File: src/rtl/autoinc_port_pkg.sv
package autoinc_port_pkg;

  typedef enum logic [2:0] {
    OP_NONE,
    OP_LOAD,
    OP_READ,
    OP_WRITE,
    OP_DUMMY_RD,
    OP_DUMMY_WR
  } hostOp_e;

  typedef struct packed {
    logic loadAddr;    // take loadValue into the address register
    logic advance;     // step the address register
    logic dirWrite;    // advance belongs to a write (selects wrap region)
    logic memRead;     // issue a prefetch read this cycle
    logic readAtNext;  // prefetch the next address instead of the current one
    logic memWrite;    // write host data this cycle
    logic outUpdate;   // present latch contents on rdData
    logic fillNow;     // SRAM read data returns this cycle
  } ctrlStrobes_t;

endpackage

File: src/rtl/autoinc_ctrl.sv
module autoinc_ctrl
  import autoinc_port_pkg::*;
(
  input  logic         clk,
  input  logic         rstN,
  input  logic         addrLoad,
  input  logic         rdCmd,
  input  logic         wrCmd,
  input  logic         dummyRd,
  input  logic         dummyWr,
  output ctrlStrobes_t strb
);

  hostOp_e op;
  logic    fillPending;

  // Fixed priority: load, read, write, dummy read, dummy write
  always_comb begin
    if (addrLoad)     op = OP_LOAD;
    else if (rdCmd)   op = OP_READ;
    else if (wrCmd)   op = OP_WRITE;
    else if (dummyRd) op = OP_DUMMY_RD;
    else if (dummyWr) op = OP_DUMMY_WR;
    else              op = OP_NONE;
  end

  always_comb begin
    strb            = '0;
    strb.loadAddr   = (op == OP_LOAD);
    strb.advance    = (op == OP_READ) || (op == OP_WRITE);
    strb.dirWrite   = (op == OP_WRITE);
    strb.memRead    = (op == OP_READ) || (op == OP_DUMMY_RD) || (op == OP_DUMMY_WR);
    strb.readAtNext = (op == OP_READ);
    strb.memWrite   = (op == OP_WRITE);
    strb.outUpdate  = (op == OP_READ) || (op == OP_DUMMY_RD);
    strb.fillNow    = fillPending;
  end

  // One cycle of SRAM latency between a prefetch and its data
  always_ff @(posedge clk) begin
    if (!rstN) fillPending <= 1'b0;
    else       fillPending <= strb.memRead;
  end

endmodule

File: src/rtl/autoinc_datapath.sv
module autoinc_datapath
  import autoinc_port_pkg::*;
#(
  parameter int MEM_BYTES = 16384,
  parameter int TX_BYTES  = 3072,
  parameter int LANE_W    = 8,
  localparam int ADDR_W   = $clog2(MEM_BYTES),
  localparam int WORD_W   = 2 * LANE_W
) (
  input  logic                clk,
  input  logic                rstN,
  input  ctrlStrobes_t        strb,
  input  logic                wideMode,
  input  logic                wrapEn,
  input  logic [ADDR_W-1:0]   loadValue,
  input  logic [WORD_W-1:0]   wrData,
  input  logic [WORD_W-1:0]   memRdata,
  output logic [ADDR_W-1:0]   curAddr,
  output logic [WORD_W-1:0]   rdData,
  output logic                memEn,
  output logic                memWe,
  output logic [1:0]          memBe,
  output logic [ADDR_W-2:0]   memAddr,
  output logic [WORD_W-1:0]   memWdata
);

  localparam logic [ADDR_W:0]   TX_LIMIT = TX_BYTES[ADDR_W:0];
  localparam logic [ADDR_W-1:0] RX_BASE  = TX_BYTES[ADDR_W-1:0];

  logic [ADDR_W-1:0] addrQ;
  logic [ADDR_W-1:0] effAddr;
  logic [ADDR_W:0]   sumAddr;
  logic [ADDR_W-1:0] nextAddr;
  logic [ADDR_W-1:0] fetchAddr;
  logic              wrWrap;
  logic              rdWrap;

  logic              fillHigh;
  logic              fillWide;
  logic [WORD_W-1:0] memSel;
  logic [WORD_W-1:0] latchQ;
  logic [WORD_W-1:0] outSrc;
  logic [WORD_W-1:0] rdDataQ;

  // Address arithmetic
  always_comb begin
    effAddr = wideMode ? {addrQ[ADDR_W-1:1], 1'b0} : addrQ;
    sumAddr = {1'b0, effAddr} + (wideMode ? (ADDR_W+1)'(2) : (ADDR_W+1)'(1));
    wrWrap  = wrapEn && strb.dirWrite && ({1'b0, effAddr} < TX_LIMIT) && (sumAddr >= TX_LIMIT);
    rdWrap  = wrapEn && !strb.dirWrite && sumAddr[ADDR_W];
    if (wrWrap)      nextAddr = '0;
    else if (rdWrap) nextAddr = RX_BASE;
    else             nextAddr = sumAddr[ADDR_W-1:0];
    fetchAddr = strb.readAtNext ? nextAddr : effAddr;
  end

  always_ff @(posedge clk) begin
    if (!rstN)              addrQ <= '0;
    else if (strb.loadAddr) addrQ <= loadValue;
    else if (strb.advance)  addrQ <= nextAddr;
  end

  // Lane selection for the fetch in flight
  always_ff @(posedge clk) begin
    if (!rstN) begin
      fillHigh <= 1'b0;
      fillWide <= 1'b0;
    end else if (strb.memRead) begin
      fillHigh <= fetchAddr[0] && !wideMode;
      fillWide <= wideMode;
    end
  end

  always_comb begin
    if (fillWide)      memSel = memRdata;
    else if (fillHigh) memSel = {{LANE_W{1'b0}}, memRdata[WORD_W-1:LANE_W]};
    else               memSel = {{LANE_W{1'b0}}, memRdata[LANE_W-1:0]};
    // Bypass lets a read in the fill cycle see the fresh word
    outSrc = strb.fillNow ? memSel : latchQ;
  end

  always_ff @(posedge clk) begin
    if (!rstN)             latchQ <= '0;
    else if (strb.fillNow) latchQ <= memSel;
  end

  always_ff @(posedge clk) begin
    if (!rstN)               rdDataQ <= '0;
    else if (strb.outUpdate) rdDataQ <= outSrc;
  end

  // SRAM port
  always_comb begin
    memEn   = strb.memRead || strb.memWrite;
    memWe   = strb.memWrite;
    memAddr = strb.memRead ? fetchAddr[ADDR_W-1:1] : effAddr[ADDR_W-1:1];
    if (strb.memWrite && !wideMode) memBe = effAddr[0] ? 2'b10 : 2'b01;
    else                            memBe = 2'b11;
  end

  for (genvar g = 0; g < 2; g++) begin : gLane
    assign memWdata[g*LANE_W +: LANE_W] = wideMode ? wrData[g*LANE_W +: LANE_W]
                                                   : wrData[LANE_W-1:0];
  end

  assign curAddr = addrQ;
  assign rdData  = rdDataQ;

endmodule

File: src/rtl/autoinc_mem_port.sv
module autoinc_mem_port
  import autoinc_port_pkg::*;
#(
  parameter int MEM_BYTES = 16384,
  parameter int TX_BYTES  = 3072,
  parameter int LANE_W    = 8,
  localparam int ADDR_W   = $clog2(MEM_BYTES),
  localparam int WORD_W   = 2 * LANE_W
) (
  input  logic              clk,
  input  logic              rstN,
  input  logic              wideMode,
  input  logic              wrapEn,
  input  logic              addrLoad,
  input  logic [ADDR_W-1:0] loadValue,
  input  logic              dummyRd,
  input  logic              dummyWr,
  input  logic              rdCmd,
  input  logic              wrCmd,
  input  logic [WORD_W-1:0] wrData,
  output logic [WORD_W-1:0] rdData,
  output logic [ADDR_W-1:0] curAddr,
  output logic              memEn,
  output logic              memWe,
  output logic [1:0]        memBe,
  output logic [ADDR_W-2:0] memAddr,
  output logic [WORD_W-1:0] memWdata,
  input  logic [WORD_W-1:0] memRdata
);

  ctrlStrobes_t strb;

  autoinc_ctrl ctrl_i (
    .clk      (clk),
    .rstN     (rstN),
    .addrLoad (addrLoad),
    .rdCmd    (rdCmd),
    .wrCmd    (wrCmd),
    .dummyRd  (dummyRd),
    .dummyWr  (dummyWr),
    .strb     (strb)
  );

  autoinc_datapath #(
    .MEM_BYTES (MEM_BYTES),
    .TX_BYTES  (TX_BYTES),
    .LANE_W    (LANE_W)
  ) dp_i (
    .clk       (clk),
    .rstN      (rstN),
    .strb      (strb),
    .wideMode  (wideMode),
    .wrapEn    (wrapEn),
    .loadValue (loadValue),
    .wrData    (wrData),
    .memRdata  (memRdata),
    .curAddr   (curAddr),
    .rdData    (rdData),
    .memEn     (memEn),
    .memWe     (memWe),
    .memBe     (memBe),
    .memAddr   (memAddr),
    .memWdata  (memWdata)
  );

endmodule

File: config.mk
export PLATFORM = sky130hd
export DESIGN_NAME = autoinc_mem_port
export DESIGN_NICKNAME = d
export VERILOG_FILES = /design/src/rtl/autoinc_port_pkg.sv /design/src/rtl/autoinc_ctrl.sv /design/src/rtl/autoinc_datapath.sv /design/src/rtl/autoinc_mem_port.sv
export SDC_FILE = /design/constraint.sdc
export NUM_CORES = 1
export LEC_CHECK = 0
export BUFFER_PORTS_ARGS = -buffer_cell sky130_fd_sc_hd__buf_2
export CORE_UTILIZATION = 28
export CTS_CLUSTER_DIAMETER = 60
export DETAILED_ROUTE_END_ITERATION = 16
export GPL_TIMING_DRIVEN = 0
export REMOVE_ABC_BUFFERS = 1
export SLEW_MARGIN = 20
export SYNTH_ARGS = -nofsm -noshare
export SYNTH_HDL_FRONTEND = slang
export SYNTH_SLANG_ARGS = --single-unit
File: constraint.sdc
create_clock -name clk -period 2.9 [get_ports clk]
set_input_delay 0.29 -clock clk [delete_from_list [all_inputs] [get_ports clk]]
set_output_delay 0.29 -clock clk [all_outputs]
set_load 0.05 [all_outputs]
==> qor.csv <==
metric;value;unit
Post-layout nets;511;
leakage dissipation;0.001695;uW
total of warnings raised by yosys;0;
number of setup violations in the final report;0;
overall die height;105.1;um
clock buffers created by TritonCTS;5;
CP Data Required Time;2.61;ns
nature of the critical path startpoint;register;
number of flip-flops and latches in the synthesized netlist;49;
Total Wirelength;8618;um
area growth from synthesis to final layout;25.46;%
async set-or-reset flop fraction in the synthesized netlist;0;%
number of remaining DRC errors;0;
Post-Syn Instances;360;
worst-skew pair later-pin latency;0.30;ns
first-pass GRT wire length;13560;um
cell accounting for the most synthesized area;dfxtp_1;
final antenna diode count;0;
post-detailed-route wirelength per cell;14.58;um
count of standard-cell rows;37;
Floorplan Core Area;10320;sq um
unrepaired setup endpoints after global routing;true;
Iteration-0 DRC Markers;163;
Most used DFF post-synth;dfxtp_1;
RD Place Congestion;0.8536;
Detail Route Antenna Nets;0;
Relative slew margins;39.44;%
global-route usage over all layers;15.32;%
IO buf count;117;
CTS tree;built;
Worst-Margin Slew;0.9072;ns
die area;11050;sq um
maximum clock insertion buffer count;2;
achievable clock frequency;0.3548;GHz
final critical path time including I/O delays and setup;2.819;ns
cell chosen for the clock root;clkbuf_8;
Initial Util;28.84;%
library cells used by synthesis;61;
library cell with the highest instance count after synthesis;nor2_1;
average instance area after synthesis;8.272;sq um
vias in the first global route;2573;
max-slew violation count;0;
largest cells by area after synthesis;dfxtp_1, nor2_1, mux2i_1;
status;finished clean;
endpoint kind of the worst setup timing path;primary output;
minimum hold slack;0.2403;ns
clock input transition at the sequential cells of the worst setup and hold paths;0.09;ns
vias post-DR;2856;
Hold/Removal Path Class;primary input to register;
share of layout cells above drive strength 1;37.80;%
Worst Path Arrival;2.53;ns
final setup TNS;0;ns
PD cells;449.2;nW/um^2
proportion of netlist area held by the largest area contributor;32.94;%
maximum fanout encountered on the critical timing path;9;
worst-case vdd ir drop;0.2264;mV
# clock sinks;49;
number of hold-slack violations in the final timing report;0;
antenna violations before repair;0;
Commonest cells post-synth;nor2_1, dfxtp_1, nand2_1;
1st-pass router iterations;4;
Via-to-Cell Ratio;4.832;
Worst Path Class, Setup;register to primary output;
maximum clock skew at final layout;0.002489;ns
detailed placement HPWL;6140;um
overall overflow remaining after global route;0;
die width;105.1;um
Period Utilization, post-route;97.20;%
total of hold buffers inserted after clock tree synthesis;0;
pin count of the biggest net entering global routing;37;
number of primary I/O pins;118;
count of max-cap constraint violations;0;
post-synthesis cell area;2978;sq um
number of synthesized flops with an enable pin;0;
proportion of synthesized chip area in sequential cells;32.94;%
H-tree levels;2;
layout by cell type (no fill, tap or decap), drive strengths merged, types with 7 or more instances in the layout:
master,Yosys,final
nor2,60,60
a211oi,9,9
o21ai,13,13
and2,10,10
nor3,7,7
a21oi,28,28
mux2,8,8
buf,16,124
nor2b,8,8
nand2,31,31
mux2i,19,19
dfxtp,49,49
nand4,7,7
nand3,9,9
state kept, by name, summed over array words and instances (netlist names):
register,cells
dp_i.latchQ,16
dp_i.rdData,16
dp_i.curAddr,14
ctrl_i.fillPending,1
dp_i.fillHigh,1
dp_i.fillWide,1
report_power, final:
part           internal [uW]  total [uW]  switching (uW)
Combinational            152         509             357
Sequential               710         755            45.8
Clock                    173         414             241
Total                   1030        1680             644
final cells by class:
type	count	area, sq um
tap	136	170.2
inverter	6	23.77
timing repair buffer	124	648.1
clock buffer	6	72.57
fill	1078	6588
sequential	49	988.4
clock inverter	2	13.76
multi-input combinational	268	1819
worst max-delay path, stage by stage (launching register included):
cell     delay (ns)
dfxtp_4        0.36
inv_2          0.04
nor2_2         0.11
fa_2           0.26
nand2_4        0.11
nor3_4         0.38
nand4_4        0.24
and3_1         0.27
a211o_1        0.25
buf_2          0.21
kinds of logic (layout without fill, tap and decap cells):
logic type               after synthesis  after routing  synth area share, %
AND/OR/NAND/NOR                      151            151                27.06
AO/OA/AOI/OAI                         76             76                18.11
flip-flops                            49             49                32.94
buffers and inverters                 43            138                7.604
multiplexers                          27             27                9.412
XOR/XNOR                              12             12                3.782
adder cells (fa/ha/maj)                2              2                1.092
per-layer routing:
metal / GRT usage, % / share of wire, %
met1: 21.16 / 50
met3: 2.932 / 5.0
met2: 24.69 / 44
met4: 3.219 / 0.88
met5: 0 / 0
timing repair:
item / CTS / global route
endpoints found under the setup margin: 21 / 8
gates resized for setup: 9 / 12
buffers inserted: 6 / 1
pin swaps: 6 / 3
final timing paths:
path                                        end  slack (ns)  depth (start not counted)             from
worst max-delay path                memAddr[12]        0.08                          9  dp_i.curAddr[0]
worst min-delay path            dp_i.curAddr[8]        0.24                          3     loadValue[8]
worst max register to register  dp_i.curAddr[4]        0.44                         11  dp_i.curAddr[0]
worst min register to register   dp_i.rdData[4]        0.50                          2   dp_i.rdData[4]
through the flow:
stage	instances	area, sq um	util [%]	power (uW)	worst slack [ns]
after CTS	590	3697	35.81	1692	0.0006104
after detailed placement	576	3542	34.31	1270	-0.5042
after global routing	591	3736	36.19	1759	-0.01732
after floorplan	323	2774	-	1094	-1.002
final	591	3736	36.19	1678	0.08117
after global placement	576	3530	34.19	1263	-0.4686
Note: power is estimated with default switching activity, not from simulation.
